==> src/rtl/rmu_pkg.sv <==
package rmu_pkg;
  localparam int unsigned ARCH_REGS = 32;
  localparam int unsigned PHYS_REGS = 64;
  localparam int unsigned WIN_SLOTS = 16;  // power of two
endpackage

==> src/rtl/rmu_map.sv <==
module rmu_map #(
  parameter int unsigned NARCH = rmu_pkg::ARCH_REGS,
  parameter int unsigned NPHYS = rmu_pkg::PHYS_REGS,
  parameter int unsigned NWIN  = rmu_pkg::WIN_SLOTS,
  localparam int unsigned AW = $clog2(NARCH),
  localparam int unsigned PW = $clog2(NPHYS),
  localparam int unsigned WW = $clog2(NWIN)
) (
  input  logic          clk,
  input  logic          rst_n,
  input  logic [AW-1:0] look0_arch,
  input  logic [AW-1:0] look1_arch,
  input  logic [AW-1:0] lookd_arch,
  output logic [PW-1:0] look0_phys,
  output logic [PW-1:0] look1_phys,
  output logic [PW-1:0] lookd_phys,
  input  logic          bind_en,
  input  logic [AW-1:0] bind_arch,
  input  logic [PW-1:0] bind_phys,
  input  logic          save_en,
  input  logic [WW-1:0] save_slot,
  input  logic          restore_en,
  input  logic [WW-1:0] restore_slot
);
  localparam logic [NPHYS-1:0] CUR_RST = {{(NPHYS-NARCH){1'b0}}, {NARCH{1'b1}}};

  logic [AW-1:0]    name_q [NPHYS];
  logic [AW-1:0]    name_d [NPHYS];
  logic [NPHYS-1:0] cur_q, cur_d;
  logic [NPHYS-1:0] ckpt_q [NWIN];
  logic [NPHYS-1:0] hit0, hit1, hitd;

  for (genvar i = 0; i < NPHYS; i++) begin : g_cam
    assign hit0[i] = cur_q[i] && (name_q[i] == look0_arch);
    assign hit1[i] = cur_q[i] && (name_q[i] == look1_arch);
    assign hitd[i] = cur_q[i] && (name_q[i] == lookd_arch);
  end

  always_comb begin
    look0_phys = '0;
    look1_phys = '0;
    lookd_phys = '0;
    for (int i = 0; i < NPHYS; i++) begin
      if (hit0[i]) look0_phys = look0_phys | PW'(i);
      if (hit1[i]) look1_phys = look1_phys | PW'(i);
      if (hitd[i]) lookd_phys = lookd_phys | PW'(i);
    end
  end

  always_comb begin
    cur_d  = cur_q;
    name_d = name_q;
    if (restore_en) begin
      cur_d = ckpt_q[restore_slot];
    end else if (bind_en) begin
      cur_d            = cur_q & ~hitd;
      cur_d[bind_phys] = 1'b1;
      name_d[bind_phys] = bind_arch;
    end
  end

  always_ff @(posedge clk or negedge rst_n) begin
    if (!rst_n) begin
      cur_q <= CUR_RST;
      for (int i = 0; i < NPHYS; i++) name_q[i] <= (i < NARCH) ? AW'(i) : '0;
    end else begin
      cur_q  <= cur_d;
      name_q <= name_d;
    end
  end

  always_ff @(posedge clk) begin
    if (save_en) ckpt_q[save_slot] <= cur_q;
  end

  AST_CAM_ONE_HIT: assert property (@(posedge clk) disable iff (!rst_n)
    $countones(hit0) == 1);
  AST_BIND_VISIBLE: assert property (@(posedge clk) disable iff (!rst_n)
    (bind_en && !restore_en) |=> cur_q[$past(bind_phys)]);
endmodule

==> src/rtl/rmu_free_list.sv <==
module rmu_free_list #(
  parameter int unsigned NARCH = rmu_pkg::ARCH_REGS,
  parameter int unsigned NPHYS = rmu_pkg::PHYS_REGS,
  localparam int unsigned PW = $clog2(NPHYS)
) (
  input  logic             clk,
  input  logic             rst_n,
  input  logic             take_en,
  output logic [PW-1:0]    take_phys,
  output logic             any_free,
  input  logic             give_en,
  input  logic [PW-1:0]    give_phys,
  input  logic [NPHYS-1:0] give_mask
);
  localparam logic [NPHYS-1:0] POOL_RST = {{(NPHYS-NARCH){1'b1}}, {NARCH{1'b0}}};

  logic [NPHYS-1:0] pool_q, pool_d;

  always_comb begin
    take_phys = '0;
    for (int i = NPHYS - 1; i >= 0; i--) begin
      if (pool_q[i]) take_phys = PW'(i);
    end
  end

  assign any_free = |pool_q;

  always_comb begin
    pool_d = pool_q;
    if (take_en) pool_d[take_phys] = 1'b0;
    if (give_en) pool_d[give_phys] = 1'b1;
    pool_d = pool_d | give_mask;
  end

  always_ff @(posedge clk or negedge rst_n) begin
    if (!rst_n) pool_q <= POOL_RST;
    else        pool_q <= pool_d;
  end

  AST_TAKE_LEAVES_POOL: assert property (@(posedge clk) disable iff (!rst_n)
    take_en |=> !pool_q[$past(take_phys)]);
  AST_RETIRE_RETURNS: assert property (@(posedge clk) disable iff (!rst_n)
    give_en |=> pool_q[$past(give_phys)]);
  AST_SQUASH_RETURNS: assert property (@(posedge clk) disable iff (!rst_n)
    (|give_mask) |=> ((pool_q & $past(give_mask)) == $past(give_mask)));
endmodule

==> src/rtl/rmu_window.sv <==
module rmu_window #(
  parameter int unsigned NPHYS = rmu_pkg::PHYS_REGS,
  parameter int unsigned NWIN  = rmu_pkg::WIN_SLOTS,
  localparam int unsigned PW = $clog2(NPHYS),
  localparam int unsigned WW = $clog2(NWIN),
  localparam int unsigned CW = WW + 1
) (
  input  logic             clk,
  input  logic             rst_n,
  input  logic             push,
  input  logic             push_wr,
  input  logic [PW-1:0]    push_new,
  input  logic [PW-1:0]    push_old,
  input  logic             pop,
  input  logic             cut_req,
  input  logic [WW-1:0]    cut_tag,
  output logic [WW-1:0]    tail_slot,
  output logic             full,
  output logic             empty,
  output logic             cut_hit,
  output logic             head_wr,
  output logic [PW-1:0]    head_old,
  output logic [NPHYS-1:0] cut_mask
);
  logic [WW-1:0] head_q, head_d, tail_q, tail_d;
  logic [CW-1:0] cnt_q, cnt_d;
  logic          wr_q  [NWIN];
  logic [PW-1:0] new_q [NWIN];
  logic [PW-1:0] old_q [NWIN];
  logic [WW-1:0] cut_off;

  assign tail_slot = tail_q;
  assign full      = (cnt_q == CW'(NWIN));
  assign empty     = (cnt_q == '0);
  assign head_wr   = wr_q[head_q];
  assign head_old  = old_q[head_q];
  assign cut_off   = cut_tag - head_q;
  assign cut_hit   = cut_req && ({1'b0, cut_off} < cnt_q);

  always_comb begin
    cut_mask = '0;
    for (int e = 0; e < NWIN; e++) begin
      logic [WW-1:0] off;
      off = WW'(e) - head_q;
      if (cut_hit && (off >= cut_off) && ({1'b0, off} < cnt_q) && wr_q[e])
        cut_mask[new_q[e]] = 1'b1;
    end
  end

  always_comb begin
    head_d = head_q;
    tail_d = tail_q;
    cnt_d  = cnt_q;
    if (cut_hit) begin
      tail_d = cut_tag;
      cnt_d  = {1'b0, cut_off};
    end else begin
      if (push) tail_d = tail_q + 1'b1;
      if (pop)  head_d = head_q + 1'b1;
      cnt_d = cnt_q + CW'(push) - CW'(pop);
    end
  end

  always_ff @(posedge clk or negedge rst_n) begin
    if (!rst_n) begin
      head_q <= '0;
      tail_q <= '0;
      cnt_q  <= '0;
    end else begin
      head_q <= head_d;
      tail_q <= tail_d;
      cnt_q  <= cnt_d;
    end
  end

  always_ff @(posedge clk) begin
    if (push && !cut_hit) begin
      wr_q[tail_q]  <= push_wr;
      new_q[tail_q] <= push_new;
      old_q[tail_q] <= push_old;
    end
  end

  AST_FULL_BLOCKS: assert property (@(posedge clk) disable iff (!rst_n)
    full |-> !push);
  AST_TAG_STEP: assert property (@(posedge clk) disable iff (!rst_n)
    (push && !cut_hit) |=> tail_q == WW'($past(tail_q) + 1'b1));
  AST_CUT_REWINDS: assert property (@(posedge clk) disable iff (!rst_n)
    cut_hit |=> tail_q == $past(cut_tag));
  AST_CUT_KEEPS_HEAD: assert property (@(posedge clk) disable iff (!rst_n)
    cut_req |=> $stable(head_q));
endmodule

==> src/rtl/rename_map_unit.sv <==
module rename_map_unit #(
  parameter int unsigned NARCH = rmu_pkg::ARCH_REGS,
  parameter int unsigned NPHYS = rmu_pkg::PHYS_REGS,
  parameter int unsigned NWIN  = rmu_pkg::WIN_SLOTS,
  localparam int unsigned AW = $clog2(NARCH),
  localparam int unsigned PW = $clog2(NPHYS),
  localparam int unsigned WW = $clog2(NWIN)
) (
  input  logic          clk,
  input  logic          rst_n,
  input  logic          ren_valid,
  output logic          ren_ready,
  input  logic          ren_has_dst,
  input  logic [AW-1:0] ren_dst_arch,
  input  logic [AW-1:0] ren_src0_arch,
  input  logic [AW-1:0] ren_src1_arch,
  output logic [PW-1:0] ren_src0_phys,
  output logic [PW-1:0] ren_src1_phys,
  output logic [PW-1:0] ren_dst_phys,
  output logic [PW-1:0] ren_stale_phys,
  output logic [WW-1:0] ren_tag,
  input  logic          ret_valid,
  input  logic          sq_valid,
  input  logic [WW-1:0] sq_tag
);
  logic             win_full, win_empty, cut_hit, head_wr, any_free;
  logic [PW-1:0]    head_old;
  logic [NPHYS-1:0] cut_mask;
  logic             ren_fire, alloc_fire, ret_fire;

  assign ren_ready  = !sq_valid && !win_full && (any_free || !ren_has_dst);
  assign ren_fire   = ren_valid && ren_ready;
  assign alloc_fire = ren_fire && ren_has_dst;
  assign ret_fire   = ret_valid && !win_empty && !sq_valid;

  rmu_map #(.NARCH(NARCH), .NPHYS(NPHYS), .NWIN(NWIN)) u_map (
    .clk          (clk),
    .rst_n        (rst_n),
    .look0_arch   (ren_src0_arch),
    .look1_arch   (ren_src1_arch),
    .lookd_arch   (ren_dst_arch),
    .look0_phys   (ren_src0_phys),
    .look1_phys   (ren_src1_phys),
    .lookd_phys   (ren_stale_phys),
    .bind_en      (alloc_fire),
    .bind_arch    (ren_dst_arch),
    .bind_phys    (ren_dst_phys),
    .save_en      (ren_fire),
    .save_slot    (ren_tag),
    .restore_en   (cut_hit),
    .restore_slot (sq_tag)
  );

  rmu_free_list #(.NARCH(NARCH), .NPHYS(NPHYS)) u_free (
    .clk       (clk),
    .rst_n     (rst_n),
    .take_en   (alloc_fire),
    .take_phys (ren_dst_phys),
    .any_free  (any_free),
    .give_en   (ret_fire && head_wr),
    .give_phys (head_old),
    .give_mask (cut_mask)
  );

  rmu_window #(.NPHYS(NPHYS), .NWIN(NWIN)) u_win (
    .clk       (clk),
    .rst_n     (rst_n),
    .push      (ren_fire),
    .push_wr   (ren_has_dst),
    .push_new  (ren_dst_phys),
    .push_old  (ren_stale_phys),
    .pop       (ret_fire),
    .cut_req   (sq_valid),
    .cut_tag   (sq_tag),
    .tail_slot (ren_tag),
    .full      (win_full),
    .empty     (win_empty),
    .cut_hit   (cut_hit),
    .head_wr   (head_wr),
    .head_old  (head_old),
    .cut_mask  (cut_mask)
  );

  AST_SQUASH_STALLS: assert property (@(posedge clk) disable iff (!rst_n)
    sq_valid |-> !ren_ready);
  AST_ALLOC_NEW_REG: assert property (@(posedge clk) disable iff (!rst_n)
    alloc_fire |-> (ren_dst_phys != ren_stale_phys));
endmodule

==> config.mk <==
export PLATFORM = sky130hd
export DESIGN_NAME = rename_map_unit
export DESIGN_NICKNAME = d
export VERILOG_FILES = /design/src/rtl/rmu_pkg.sv /design/src/rtl/rmu_map.sv /design/src/rtl/rmu_free_list.sv /design/src/rtl/rmu_window.sv /design/src/rtl/rename_map_unit.sv
export SDC_FILE = /design/constraint.sdc
export NUM_CORES = 2
export LEC_CHECK = 0
export BUFFER_PORTS_ARGS = -buffer_cell sky130_fd_sc_hd__buf_4
export CORE_UTILIZATION = 55
export DETAILED_ROUTE_END_ITERATION = 16
export PLACE_DENSITY = 0.7
export SLEW_MARGIN = 0
export SYNTH_ARGS = -nofsm -noshare
export SYNTH_HDL_FRONTEND = slang
export SYNTH_SLANG_ARGS = --single-unit
export TNS_END_PERCENT = 100
==> constraint.sdc <==
create_clock -name clk -period 13.05 [get_ports clk]
set_input_delay 3.2625 -clock clk [delete_from_list [all_inputs] [get_ports clk]]
set_output_delay 3.2625 -clock clk [all_outputs]
set_load 0.01 [all_outputs]
Word level (Yosys, flattened, before mapping)
Memories as Yosys holds them, arrays and structs flattened.
Cells that the tools add are included.
{ "word_totals": {"latch_bits": 0, "input_bits": 25, "ramBits": 1232, "memories": 4, "regBits": 461, "rom_bits": 0} }
{ "memory_table": {"columns": ["name", "words", "word_bits", "rd", "rd_clocked_by_memory_dff", "write_ports", "line_no", "text"], "rows": [
  ["u_map.ckpt_q", 16, 64, 1, 0, 1, "rmu_map.sv:30", "logic [NPHYS-1:0] ckpt_q [NWIN];"],
  ["u_win.new_q", 16, 6, 16, 0, 1, "rmu_window.sv:28", "logic [PW-1:0] new_q [NWIN];"],
  ["u_win.old_q", 16, 6, 1, 0, 1, "rmu_window.sv:29", "logic [PW-1:0] old_q [NWIN];"],
  ["u_win.wr_q", 16, 1, 17, 0, 1, "rmu_window.sv:27", "logic wr_q [NWIN];"]
]} }
{ "op_classes": {"multipliers": 0, "add_sub_neg": 21, "reduce_logical": 279, "eq_ne": 191, "bitwise": 24, "magnitude_cmp": 71, "n_div": 0, "muxes": 325, "shift": 0} }
{ "ops": {"columns": ["operator", "count"], "rows": [
  ["two-way mux 64 bit", 21],
  ["bitwise OR 64 bit", 18],
  ["two-way mux 6 bit", 160],
  ["equality test 5 bit", 190],
  ["two-way mux 320 bit", 2],
  ["bitwise mux 320 bit", 1],
  ["logical AND 1 bit", 266],
  ["two-way mux 5 bit", 50],
  ["AND 64 bit", 2],
  ["inverter 64 bit", 2],
  ["< comparator 6 x 7 -> 1 bit, second input constant", 18],
  ["two-way mux 4 bit", 29],
  ["demux 1 bit (select 6 bit)", 18],
  [">= comparator 6 x 1 -> 1 bit, second input constant", 18],
  ["< comparator 4 x 5 -> 1 bit", 17],
  [">= comparator 4 bit", 16],
  ["OR reduction 64 bit", 1],
  ["two-way mux 3 bit", 12],
  ["subtractor 4 bit, first input constant", 8],
  ["demux 5 bit (select 6 bit)", 1],
  ["two-way mux 1 bit", 25],
  ["subtractor 3 x 4 -> 4 bit, first input constant", 4],
  ["two-way mux 2 bit", 6],
  ["adder 4 x 1 -> 4 bit, second input constant", 2],
  ["15 further kinds", 24]
]} }

Depth between registers and ports, before layout
{ "logic_depth": {"word_depth": 74, "depth_mapped": 24} }

Hierarchy
A second synthesis with hierarchy kept.
{ "unflattened": {"cells_unflattened": 6771, "area_unflattened_um2": 88720.1} }
{ "by_module_without_submodules": {"columns": ["module", "seq_area_each_um2", "cells_each", "instances", "area_each_um2"], "rows": [
  ["rmu_map", 39867.0, 4128, 1, 65087.4],
  ["rmu_window", 6571.3, 2160, 1, 19302.3],
  ["rmu_free_list", 1641.6, 476, 1, 4279.1],
  ["rename_map_unit", 0.0, 7, 1, 51.3]
]} }

Worst setup path after synthesis
No wires, ideal clock.
{ "synth_path": {"kind": "input to register", "start": "in sq_valid", "end": "mem u_map.ckpt_q[4][10] (netlist bit), enable pin", "setup_ns": 0.561, "arrival_time_ns": 8.873, "n_path_buf": 2, "stages": 7, "t_required_ns": 12.489, "slack_ns": 3.616, "path_cell_list": "clkbuf_1 a31o_2 a41oi_1 and2_1 clkbuf_1 nand2_1 nor3_1"} }
{ "synth_via": {"elab_chain_len": 6} }
{ "synth_rtl": {"columns": ["element", "line_no", "text"], "rows": [
  ["start: declaration", "rename_map_unit.sv:23", "input logic sq_valid,"],
  ["zero test 1 bit", "rename_map_unit.sv:31", "assign ren_ready = !sq_valid && !win_full && (any_free || !ren_has_dst);"],
  ["logical AND 1 bit (2 in series)", "rename_map_unit.sv:31", null],
  ["net ren_ready", "rename_map_unit.sv:12", "output logic ren_ready,"],
  ["logical AND 1 bit", "rename_map_unit.sv:32", "assign ren_fire = ren_valid && ren_ready;"],
  ["two-way mux 1 bit", "rmu_map.sv:73", "if (save_en) ckpt_q[save_slot] <= cur_q;"],
  ["two-way mux 1 bit (implied by the code)", "rmu_map.sv:73", null],
  ["end: declaration", "rmu_map.sv:30", null]
]} }
The timed path passes the listed nets, and every way through them passes these cells.

Final worst setup path
{ "layout_path": {"start": "in ren_src1_arch[1]", "end": "out ren_src1_phys[5]"} }
{ "layout_via": {"elab_chain_len": 34, "elab_cells_between_ends": 96, "cone_classes": "32 x eq/ne; 32 x mux; 32 x reduce/logical"} }
{ "layout_rtl": {"columns": ["element", "line_no", "text"], "rows": [
  ["start: declaration", "rename_map_unit.sv:16", "input logic [AW-1:0] ren_src1_arch,"],
  ["equality test 5 bit", "rmu_map.sv:35", "assign hit1[i] = cur_q[i] && (name_q[i] == look1_arch);"],
  ["logical AND 1 bit", "rmu_map.sv:35", null],
  ["two-way mux 6 bit (31 in series)", "rmu_map.sv:45", "if (hit1[i]) look1_phys = look1_phys | PW'(i);"],
  ["two-way mux 6 bit (*)", "rmu_map.sv:45", null],
  ["end: declaration", "rename_map_unit.sv:18", "output logic [PW-1:0] ren_src1_phys,"]
]} }
Every way passes the cells marked *; elsewhere a longest branch is shown, timed or not.

==> run summary <==
• number of nets with antenna violations after detailed routing: 0
• final core utilization: 61.0%
• max-cap check violation count: 3
• cell area power density: 197 nW/um^2
• Setup TNS Final: 0 ps
• type of the most critical hold path: register to register
• Clock Sink Count: 1,671
• Synth Instances: 6,807
• final weighted congestion of routability-driven global placement: 1.14
• post-CTS sizing: 0
• fraction of registers with async set/reset: 27.2%
• via count of the routed design: 68,700
• area of the placeable core: 159,000 sq um
• area growth from synthesis to final layout: 9.82%
• Net Count, Synth: 6,915
• final routed wire length divided by cell count: 44.3 um
• H-tree Lvls: 4
• measured slew at the worst slew-check pin: 1540 ps
• data arrival at the endpoint of the critical path: 7040 ps
• highest fanout seen on the critical path: 24
• std cell rows: 146
• clock transition at the registers of the reported paths: 70 ps
• fill cell instance count of the final layout: 11,700
• Routed Wire Length: 399 mm
• unrepaired setup endpoints after global routing: no
• worst slew margin relative to its limit: -3.17%
• element type at the critical path start: input pin
• number of setup violations in the final report: 0
• count of unique library cells instantiated by Yosys: 100
• post-route DRC violation count: 0
• Overflow after GRT: 0
• count of pins over their slew limit: 7
• cts bufs inserted: 170
• Clk Latency, worst-skew pair: 880 ps
• post-synthesis sequential area ratio: 54.5%
• average cell area after synthesis: 13.0 sq um
• count of buffers added by post-CTS timing repair for setup: 0
• buffers from clock root to sink, at most: 3
• CP Cell Sequence: buf_4, buf_4, xor2_1, nor4_1, a31o_2, a311o_1, nor4_1, nand4_1, or4_1, buf_4
• maximum number of pins on one net before global-route repair: 150
• min cycle time layout: 10,310 ps
• Most Frequent Cell on Critical Path: sky130_fd_sc_hd__buf_4
• number of primary I/O pins: 54
• count of hold buffers inserted by post-cts repair: 0
• number of detailed-route iterations in the first pass: 7
• vias in the first global route: 64,900
• pre-CTS worst setup slack: 2980 ps
• GRT Overall Usage: 48.7%
• count of warnings emitted by yosys: 0
• worst IR drop on VDD: 0.341 mV
• P_leak: 0.0348 uW
• launch instance of the worst min-delay path: u_free.pool_q[33]
• Main synth FF type: sky130_fd_sc_hd__edfxtp_1
• max incr delay on CP: 770 ps
• required time of the worst setup path: 9790 ps
• TritonCTS clock tree: yes
• antenna violations before repair: 38
• most frequent cells in the layout: 1,216 x sky130_fd_sc_hd__edfxtp_1, 640 x sky130_fd_sc_hd__xor2_1, 350 x sky130_fd_sc_hd__nor2_1
• overall die area: 162,000 sq um
• Die Span Y: 403 um
• reg-to-reg setup timing slack: 5880 ps
• Final Hold Fails: 0
• Crit path depth: 10
• post-synthesis register bit count: 1,671
• count of cells along the worst register-to-register path: 17
• crit path capture type: primary output
• Worst Setup Slack, final: 2740 ps
• Chip Width: 403 um
• fin nets: 6,886
• drt first-iter violations: 12,000
• input/output buffers: 53
• cell at the root of the clock tree: sky130_fd_sc_hd__clkbuf_16
• Achievable Freq: 0.0970 GHz
• violations in the final reports: capacitance limit, slew limit
• final setup skew: 52.7 ps
• family with the most delay on the worst path: simple AND/OR/NAND/NOR gates
• Detailed Place HPWL: 272 mm
• number of enable flip-flop cells after synthesis: 1,216
• per-cell via count in the routed design: 7.62
• slowest library cell on the worst path: sky130_fd_sc_hd__nor4_1
• first-pass GRT wire length: 541 mm
• Worst Setup Path Type: input pin to primary output
• initial core utilization: 55.6%
• netlist area before placement: 88,200 sq um
• Tcrit/Tclk final: 79.0%
• outcome: finished with violations
• Worst Hold Endpoint: u_free.pool_q[33]
• worst reg2reg path startpoint: u_win.head_q[1]
• Hold Path Depth: 2
• reg-to-reg endpoint: u_free.pool_q[31]
• CP Buf/Inv Count: 3
• fraction of layout instances using a drive strength above 1: 20.7%
• most common cell after layout, fill and taps aside: sky130_fd_sc_hd__edfxtp_1
## worst register-to-register path: cells and delay by family (launching register included)
| family | cells | cell delay, ps |
|---|---|---|
| AOI/OAI and AO/OA | 5 | 2570 |
| xor gates and xnor gates | 1 | 130 |
| adders and majority gates | 2 | 650 |
| buffers and inverters | 4 | 1150 |
| DFF | 1 | 320 |
| and+or+nand+nor | 5 | 2140 |
## kinds of logic after synthesis
logic type                 synth area share, %
xor gates and xnor gates                  9.59
DFF                                       54.5
buffers and inverters                     2.32
muxes                                     12.8
AOI/OAI and AO/OA                         7.56
and+or+nand+nor                           12.1
adders and majority gates                 1.20
## area by class of cell
| cell class | count | area, sq um | area share, % |
|---|---|---|---|
| Tap cell | 2072 | 2590 | 2.68 |
| Sequential cell | 1671 | 48100 | 49.6 |
| Clock buffer | 207 | 4470 | 4.62 |
| Clock inverter | 110 | 1240 | 1.28 |
| Timing Repair Buffer | 228 | 1830 | 1.89 |
| Multi-Input combinational cell | 4617 | 38300 | 39.5 |
| Inverter | 90 | 340 | 0.351 |
| Antenna cell | 17 | 42.5 | 0.0439 |
## cells in the mapped netlist (50+ instances only)
library cell | n | area, sq um
sky130_fd_sc_hd__a21oi_1 | 113 | 566
sky130_fd_sc_hd__and3_1 | 87 | 544
sky130_fd_sc_hd__buf_1 | 103 | 387
sky130_fd_sc_hd__clkbuf_1 | 279 | 1050
sky130_fd_sc_hd__dfrtp_1 | 312 | 7810
sky130_fd_sc_hd__dfstp_2 | 143 | 3760
sky130_fd_sc_hd__edfxtp_1 | 1216 | 36500
sky130_fd_sc_hd__ha_1 | 80 | 1000
sky130_fd_sc_hd__inv_1 | 87 | 327
sky130_fd_sc_hd__mux2_2 | 315 | 3550
sky130_fd_sc_hd__mux4_2 | 339 | 7630
sky130_fd_sc_hd__nand2_1 | 335 | 1260
sky130_fd_sc_hd__nand3_1 | 245 | 1230
sky130_fd_sc_hd__nand3b_1 | 60 | 450
sky130_fd_sc_hd__nand4_1 | 95 | 594
sky130_fd_sc_hd__nor2_1 | 355 | 1330
sky130_fd_sc_hd__nor2b_1 | 50 | 313
sky130_fd_sc_hd__nor3_1 | 194 | 971
sky130_fd_sc_hd__nor4_1 | 208 | 1300
sky130_fd_sc_hd__o21ai_0 | 94 | 470
sky130_fd_sc_hd__o221ai_1 | 62 | 543
sky130_fd_sc_hd__o22ai_1 | 243 | 1520
sky130_fd_sc_hd__or3_1 | 54 | 338
sky130_fd_sc_hd__xnor2_1 | 326 | 2860
sky130_fd_sc_hd__xor2_1 | 640 | 5610
## sequential cells by signal, summed over array words and instances, names as in the netlist
signal	count
u_win.cnt_q	5
u_map.ckpt_q	1008
u_win.new_q	96
u_map.name_q	315
u_map.cur_q	63
u_win.old_q	96
u_win.wr_q	16
u_free.pool_q	64
u_win.tail_slot	4
u_win.head_q	4
## report_power, final
| part | switching, uW | total, uW | internal (uW) |
|---|---|---|---|
| Clock | 2310 | 5110 | 2800 |
| Sequential | 1150 | 7960 | 6800 |
| Combinational | 4320 | 6040 | 1730 |
| Total | 7780 | 19100 | 11300 |
## metal layers
metal | track usage [%] | wire, um | part of all wire, %
met1 | 63.1 | 144000 | 36
met2 | 70.8 | 171000 | 43
met3 | 15.1 | 51400 | 13
met4 | 31.9 | 32600 | 8.2
met5 | 0 | 169 | 0.042
## how the worst max path moves through the flow
stage / start / end / slack, ps
floorplan: sq_valid / u_map.ckpt_q[4][10] / 3620
global placement: ren_src1_arch[1] / ren_src1_phys[5] / 3060
detailed placement: ren_src1_arch[1] / ren_src1_phys[5] / 2980
CTS: ren_src1_arch[1] / ren_src1_phys[5] / 2970
global route: ren_src1_arch[1] / ren_src1_phys[5] / 2760
finish: ren_src1_arch[1] / ren_src1_phys[5] / 2740
## through the flow
stage               cells  hold WS, ps  power [uW]  cell area [sq um]
finish               9012          561       19100              96900
detailed placement   8678          547       13600              91100
global placement     8678          539       13500              91100
floorplan            6807          473       10700              88200
global route         8998          567       19400              96900
CTS                  8995          555       18700              96800
(Power assumes the default switching activity.)
